File: src/rtl/gpio_disp_pkg.sv
package gpio_disp_pkg;
  typedef enum logic [1:0] {
    SEL_NONE = 2'd0,
    SEL_DATA = 2'd1,
    SEL_DIR  = 2'd2
  } reg_sel_e;
endpackage

File: src/rtl/gpio_sync.sv
module gpio_sync #(
  parameter int WIDTH  = 8,
  parameter int STAGES = 2
) (
  input  logic             clk,
  input  logic             rst_n,
  input  logic [WIDTH-1:0] din,
  output logic [WIDTH-1:0] dout
);
  logic [STAGES-1:0][WIDTH-1:0] stage_q;

  always_ff @(posedge clk or negedge rst_n) begin
    if (!rst_n) stage_q[0] <= '0;
    else        stage_q[0] <= din;
  end

  for (genvar k = 1; k < STAGES; k++) begin : g_stage
    always_ff @(posedge clk or negedge rst_n) begin
      if (!rst_n) stage_q[k] <= '0;
      else        stage_q[k] <= stage_q[k-1];
    end
  end

  assign dout = stage_q[STAGES-1];
endmodule

File: src/rtl/gpio_regs.sv
module gpio_regs
  import gpio_disp_pkg::*;
#(
  parameter int            WIDTH    = 8,
  parameter int            AW       = 8,
  parameter logic [AW-1:0] DATA_OFS = 8'h51,
  parameter logic [AW-1:0] DIR_OFS  = 8'h55
) (
  input  logic             clk,
  input  logic             rst_n,
  input  logic             we,
  input  logic [AW-1:0]    addr,
  input  logic [WIDTH-1:0] wdata,
  output logic [WIDTH-1:0] data_q,
  output logic [WIDTH-1:0] dir_q,
  output reg_sel_e         sel
);
  function automatic reg_sel_e decode(input logic [AW-1:0] a);
    if (a == DATA_OFS)     return SEL_DATA;
    else if (a == DIR_OFS) return SEL_DIR;
    else                   return SEL_NONE;
  endfunction

  assign sel = decode(addr);

  logic wr_data_hit, wr_dir_hit, wr_stray;
  assign wr_data_hit = we && (sel == SEL_DATA);
  assign wr_dir_hit  = we && (sel == SEL_DIR);
  assign wr_stray    = we && (sel == SEL_NONE);

  always_ff @(posedge clk or negedge rst_n) begin
    if (!rst_n) begin
      data_q <= '0;
      dir_q  <= '0;
    end else begin
      if (wr_data_hit) data_q <= wdata;
      if (wr_dir_hit)  dir_q  <= wdata;
    end
  end


  data_write_chk: assert property (@(posedge clk) disable iff (!rst_n)
    wr_data_hit |=> data_q == $past(wdata));

  dir_write_chk: assert property (@(posedge clk) disable iff (!rst_n)
    wr_dir_hit |=> dir_q == $past(wdata));

  stray_write_chk: assert property (@(posedge clk) disable iff (!rst_n)
    wr_stray |=> $stable(data_q) && $stable(dir_q));
endmodule

File: src/rtl/gpio_pad_ctl.sv
module gpio_pad_ctl #(
  parameter int WIDTH = 8
) (
  input  logic             clk,
  input  logic             rst_n,
  input  logic [WIDTH-1:0] data_q,
  input  logic [WIDTH-1:0] dir_q,
  input  logic [WIDTH-1:0] fp_claim,
  input  logic             disp_on,
  output logic [WIDTH-1:0] disp_act,
  output logic [WIDTH-1:0] pad_oe,
  output logic [WIDTH-1:0] pad_out
);
  assign disp_act = fp_claim & {WIDTH{disp_on}};

  for (genvar i = 0; i < WIDTH; i++) begin : g_pin
    assign pad_oe[i]  = dir_q[i] & ~disp_act[i];
    assign pad_out[i] = data_q[i];
  end


  oe_vs_display_chk: assert property (@(posedge clk) disable iff (!rst_n)
    (pad_oe & disp_act) == '0);

  display_off_chk: assert property (@(posedge clk) disable iff (!rst_n)
    !disp_on |-> disp_act == '0);
endmodule

File: src/rtl/gpio_disp_port.sv
module gpio_disp_port
  import gpio_disp_pkg::*;
#(
  parameter int            WIDTH       = 8,
  parameter int            AW          = 8,
  parameter int            SYNC_STAGES = 2,
  parameter logic [AW-1:0] DATA_OFS    = 8'h51,
  parameter logic [AW-1:0] DIR_OFS     = 8'h55
) (
  input  logic             clk,
  input  logic             rst_n,
  input  logic             bus_we,
  input  logic [AW-1:0]    bus_addr,
  input  logic [WIDTH-1:0] bus_wdata,
  output logic [WIDTH-1:0] bus_rdata,
  input  logic [WIDTH-1:0] pad_in,
  output logic [WIDTH-1:0] pad_oe,
  output logic [WIDTH-1:0] pad_out,
  input  logic [WIDTH-1:0] fp_claim,
  input  logic             disp_on,
  output logic [WIDTH-1:0] disp_sel
);
  logic [WIDTH-1:0] data_q, dir_q, pad_sync, disp_act, data_view;
  reg_sel_e         sel;

  gpio_regs #(.WIDTH(WIDTH), .AW(AW), .DATA_OFS(DATA_OFS), .DIR_OFS(DIR_OFS)) u_regs (
    .clk(clk), .rst_n(rst_n), .we(bus_we), .addr(bus_addr), .wdata(bus_wdata),
    .data_q(data_q), .dir_q(dir_q), .sel(sel)
  );

  gpio_sync #(.WIDTH(WIDTH), .STAGES(SYNC_STAGES)) u_sync (
    .clk(clk), .rst_n(rst_n), .din(pad_in), .dout(pad_sync)
  );

  gpio_pad_ctl #(.WIDTH(WIDTH)) u_pad (
    .clk(clk), .rst_n(rst_n), .data_q(data_q), .dir_q(dir_q),
    .fp_claim(fp_claim), .disp_on(disp_on), .disp_act(disp_act),
    .pad_oe(pad_oe), .pad_out(pad_out)
  );

  assign disp_sel = disp_act;

  // Per bit: output -> stored value; input & display -> 1; input -> pad.
  function automatic logic [WIDTH-1:0] view_data(
    input logic [WIDTH-1:0] dq, input logic [WIDTH-1:0] dr,
    input logic [WIDTH-1:0] act, input logic [WIDTH-1:0] pin);
    return (dr & dq) | (~dr & act) | (~dr & ~act & pin);
  endfunction

  assign data_view = view_data(data_q, dir_q, disp_act, pad_sync);

  always_comb begin
    unique case (sel)
      SEL_DATA: bus_rdata = data_view;
      SEL_DIR:  bus_rdata = dir_q;
      default:  bus_rdata = '0;
    endcase
  end


  out_readback_chk: assert property (@(posedge clk) disable iff (!rst_n)
    (sel == SEL_DATA) |-> (bus_rdata & dir_q) == (pad_out & dir_q));

  disp_readback_chk: assert property (@(posedge clk) disable iff (!rst_n)
    (sel == SEL_DATA) |-> (bus_rdata & ~dir_q & disp_sel) == (~dir_q & disp_sel));

  hole_read_chk: assert property (@(posedge clk) disable iff (!rst_n)
    (sel == SEL_NONE) |-> bus_rdata == '0);
endmodule

File: config.mk
export PLATFORM = sky130hd
export DESIGN_NAME = gpio_disp_port
export DESIGN_NICKNAME = d
export VERILOG_FILES = /design/src/rtl/gpio_disp_pkg.sv /design/src/rtl/gpio_sync.sv /design/src/rtl/gpio_regs.sv /design/src/rtl/gpio_pad_ctl.sv /design/src/rtl/gpio_disp_port.sv
export SDC_FILE = /design/constraint.sdc
export NUM_CORES = 1
export LEC_CHECK = 0
export ABC_CLOCK_PERIOD_IN_PS = 3750
export BUFFER_PORTS_ARGS = -buffer_cell sky130_fd_sc_hd__clkbuf_2
export CORE_MARGIN = 4
export CORE_UTILIZATION = 50
export DETAILED_ROUTE_END_ITERATION = 7
export GPL_ROUTABILITY_DRIVEN = 0
export PLACE_DENSITY = 0.9
export RECOVER_POWER = 25
export SLEW_MARGIN = 20
export SYNTH_ARGS = -nofsm -noshare
export SYNTH_HDL_FRONTEND = slang
export SYNTH_HIERARCHICAL = 1
export SYNTH_SLANG_ARGS = --single-unit
File: constraint.sdc
create_clock -name clk -period 3.75 [get_ports clk]
set_input_delay 0.1875 -clock clk [delete_from_list [all_inputs] [get_ports clk]]
set_output_delay 0.1875 -clock clk [all_outputs]
set_load 0.005 [all_outputs]
### Yosys cells after proc, flatten, opt, wreduce, memory -nomap -nowiden

Index checks and enable logic that the tools add are counted.

* register bits after elaboration: 32
* input bits: 36
* output and inout bits: 32
* word-level logic and storage cells: 38

* eq/ne operators: 4
* muxes and demuxes: 3
* bitwise logic cells: 25
* reductions and logical operators: 2

Operators by type and width (count)
* 8-bit AND: 5
* 8-bit by 7-bit == test with 1-bit output, second input constant: 2
* 8-bit inverter: 2
* 8-bit bitwise OR: 2
* 8-bit one-hot mux with 2 select lines: 1
* 1-bit AND: 8
* 1-bit inverter: 8
* 2-bit two-way mux: 2
* 2-bit by 1-bit == test with 1-bit output, second input constant: 1
* 2-bit == test, second input constant: 1
* 1-bit logical AND: 2

### Longest topological paths before layout

* depth in word-level cells: 6
* mapped depth: 9
* mapped depth without buffers: 8

### By module

The synthesis kept the hierarchy.

By module, submodules not included
* gpio_regs: times used 1, cells an instance 40, area each 683.2 um^2, sequential area each 400.4 um^2
* gpio_sync: times used 1, cells an instance 24, area each 460.4 um^2, sequential area each 400.4 um^2
* gpio_disp_port: times used 1, cells an instance 32, area each 231.5 um^2, sequential area each 0.0 um^2
* gpio_pad_ctl: times used 1, cells an instance 25, area each 181.4 um^2, sequential area each 0.0 um^2

### Worst setup path after synthesis

No wires, ideal clock.

* path type: input port to output port
* from: input port bus_addr[7]
* to: output port bus_rdata[0]
* arrival time: 1.622 ns
* path slack: 1.940 ns
* stages on the path: 9
* path through: and4bb_2 nand2_1 nor2_1 inv_1 ha_1 nor2b_4 buf_6 o21ai_0 mux2i_1

* elaborated cells between the ends (all ways): 7
* classes of those cells: 4 x eq/ne; 3 x mux

RTL lines
* start, declared: RTL line gpio_disp_port.sv:13 `input logic [AW-1:0] bus_addr,`
* 8-bit by 7-bit == test with 1-bit output (*): RTL line gpio_regs.sv:19 `if (a == DATA_OFS) return SEL_DATA;`
* 2-bit two-way mux (*): RTL line gpio_regs.sv:19
* named net sel[0]: RTL line gpio_disp_port.sv:24 `reg_sel_e sel;`
* 2-bit == test / 2-bit by 1-bit == test with 1-bit output (equally long branches): RTL line gpio_disp_port.sv:53 `unique case (sel)`
* 8-bit one-hot mux with 2 select lines (*): RTL line gpio_disp_port.sv:53
* end, declared: RTL line gpio_disp_port.sv:15 `output logic [WIDTH-1:0] bus_rdata,`

Mark *: on every way through the listed nets, which the timed path passes. The rest lies on a longest branch.

### Worst setup path after layout

* from: input port bus_addr[1]
* to: output port bus_rdata[2]

The elaborated chain is that of the path after synthesis.

==> metrics.txt <==
Worst Skew=0.004186 ns; hold path start=bus_wdata[2]; CTS Sinks=32; RSZ-0062 raised after global routing=no; CTS tree=yes; Via Count=1137; diode count=0; critical path peak fanout=14; Max Cap Viol=0; post-layout min period=2.399 ns; chip width=63.80 um; Critical Path Start=bus_addr[1]; Yosys reg bits=32; Mapped Nets=159; initial antenna violation count=0; Initial Util=54.56%; Syn Inst Count=121; post-CTS setup buffer count=0; r2r setup slk=2.94 ns; core area=2853 um2; CTS root buf=clkbuf_4; YS warnings=6; setup_tns=0 ns; Iter 0 DRT Violations=54; final design utilization=66.54%; worst hold path type=in2reg; area delta synth->final=21.95%; CP Cell Sequence=clkbuf_2 -> nor3b_1 -> nand2_1 -> nor2_1 -> inv_1 -> ha_1 -> nor2b_4 -> o21ai_0 -> mux2i_1 -> clkbuf_2; CP max stage delay=0.50 ns; largest net degree at the start of global routing=33; sequential cell area fraction in the yosys report=51.45%; cell area after synthesis=1556 um2; R2R cell count=1; Max Fclk=416.9 MHz; Routed Wire Length=3521 um; Crit-path slowest cell=nor3b_1; Worst Tran Pin Value=0.7650 ns; reg2reg start=u_regs/dir_q[0]$_DFFE_PN0P_; first-pass GRT wire length=5837 um; WHS Path Cells=2; Routed WL per cell=16.23 um; PD cells=326.8 nW/um2; Hold Fails Final Rpt=0; port buffer count=67; period utilization=63.97%; Crit Path Category=in2out; arrival time worst endpoint=2.21 ns; synth unique cells=23; IO Pins=68; hpwl dp=2576 um; DRC Markers=0; Worst Setup End Kind=primary output; CTS buffer count=5; area fraction of the dominant cell type after synthesis=51.45%; status=complete, no violations; mean post-synth cell area=12.86 um2; Max Slew Vio Count=0; Post-DRT Antenna Nets=0; # setup viols final=0; clock buffer depth=2; Crit Reg-Reg Endpoint=u_regs/dir_q[0]$_DFFE_PN0P_; # nets final=224; GR Overflow Total=0; Synth area leader=dfrtp_1; most frequent CP cell=clkbuf_2; die area=4070 um2; CP Data Required Time=3.56 ns; H-tree Lvls=2; top post-synthesis cells by area=dfrtp_1 (51%), mux2_2 (12%), buf_4 (7.7%); layout cells sized above 1=50.54%; startpoint type of the worst setup path=input pin; # fillers=236; total power=620.4 uW; GRT Total Usage=19.08%; CTS resizes=0; Vias/cell=5.240; Lkg Pwr=0.0009609 uW; Clock Latency Late Sink=0.34 ns; Worst-path clk slew=0.09 ns; Rows=19; hold endpoint=u_regs/data_q[2]$_DFFE_PN0P_; 1st-pass router iterations=4; die height=63.80 um; vias in the first global route=1229; maximum vdd drop=0.2555 mV; Hold Buf Count CTS=9; slew margin rel.=49.00%
-- synth_stat cells (all sizes together) --
library cell,count
nand4b,1
and2b,1
and2,9
nor3b,1
nor3,2
dfrtp,32
a22oi,1
nor2,1
and4bb,2
nor2b,1
buf,18
mux2i,7
a21oi,7
inv,2
ha,2
nand2b,1
nand2,1
nand4,1
o21ai,7
a21boi,8
mux2,16
-- how the worst max path moves through the flow --
stage	end	slack (ns)
4_1_cts	bus_rdata[2]	1.52
3_3_place_gp	bus_rdata[5]	1.63
5_1_grt	bus_rdata[0]	1.16
3_5_place_dp	bus_rdata[2]	1.52
2_1_floorplan	bus_rdata[0]	1.94
6_report	bus_rdata[2]	1.35
-- routing by layer --
| layer | vias up | GRT usage (%) | share of wire, % |
|---|---|---|---|
| met4 | 0 | 10.24 | 3.4 |
| met2 | 44 | 33.42 | 51 |
| met1 | 545 | 19.75 | 38 |
| met5 | - | 0 | 0 |
| met3 | 12 | 7.005 | 7.4 |
| li1 | 536 | - | - |
-- critical path, delay by kind of cell --
family          cells  cell delay [ns]
compound gates      1             0.16
fa+ha+maj           1             0.35
buf+inv             3             0.29
mux                 1             0.16
simple gates        4             1.05
-- power breakdown --
| group | switching, uW | total [uW] | internal, uW | leakage [uW] |
|---|---|---|---|---|
| clock network | 109 | 178 | 68.8 | 0.0000281 |
| registers | 9.56 | 371 | 362 | 0.000407 |
| logic | 31.2 | 70.9 | 39.7 | 0.000526 |
| total | 150 | 620 | 470 | 0.000961 |
-- cells by family after synthesis --
group	Yosys count	share of synthesized area [%]
multiplexers	23	16.08
buffers and inverters	20	9.647
AO/OA/AOI/OAI	23	8.842
flip-flops	32	51.45
adder cells (fa/ha/maj)	2	1.607
AND/OR/NAND/NOR	21	12.38
-- per-stage QoR --
step           setup slack [ns]  cells  hold WS [ns]  instance area, um2
5_1_grt                   1.164    217       0.07380                1898
2_1_floorplan             1.940    121       -0.1081                1556
3_3_place_gp              1.625    201        0.2785                1788
4_1_cts                   1.519    217       0.08547                1924
3_5_place_dp              1.520    201        0.2922                1788
6_report                  1.351    217       0.09111                1898
-- cells in the final DEF (no fill, tap or decap) --
| cell | n |
|---|---|
| nor2b_4 | 1 |
| nor3_1 | 2 |
| nand2_1 | 1 |
| dfrtp_1 | 32 |
| a21boi_0 | 6 |
| nor3b_1 | 1 |
| a22oi_1 | 1 |
| o21ai_0 | 7 |
| mux2_2 | 16 |
| a21oi_1 | 7 |
| mux2i_1 | 7 |
| clkinv_2 | 1 |
| nor2_1 | 1 |
| clkbuf_2 | 67 |
| and2_1 | 9 |
| a21boi_1 | 2 |
| nand2b_1 | 1 |
| ha_1 | 2 |
| clkbuf_4 | 5 |
| nand4_4 | 1 |
| and4bb_2 | 2 |
| clkbuf_1 | 1 |
| nand4b_1 | 1 |
| dlygate4sd3_1 | 9 |
| and2b_4 | 1 |
| inv_1 | 2 |
-- flip-flops by register name (all words and copies together) (netlist names) --
register and cells:
u_regs/dir_q 8, u_regs/data_q 8, u_sync/stage_q 8, u_sync/dout 8
-- cell type report --
type / instances / area (um2) / share of cell area [%]
sequential: 32 / 800.8 / 42.19
multi-input combinational: 69 / 579.3 / 30.52
timing repair buffer: 76 / 425.4 / 22.41
clock buffer: 6 / 41.29 / 2.175
tap: 31 / 38.79 / 2.044
inverter: 2 / 7.507 / 0.3955
clock inverter: 1 / 5.005 / 0.2637
Note: power is estimated with default switching activity, not from simulation.
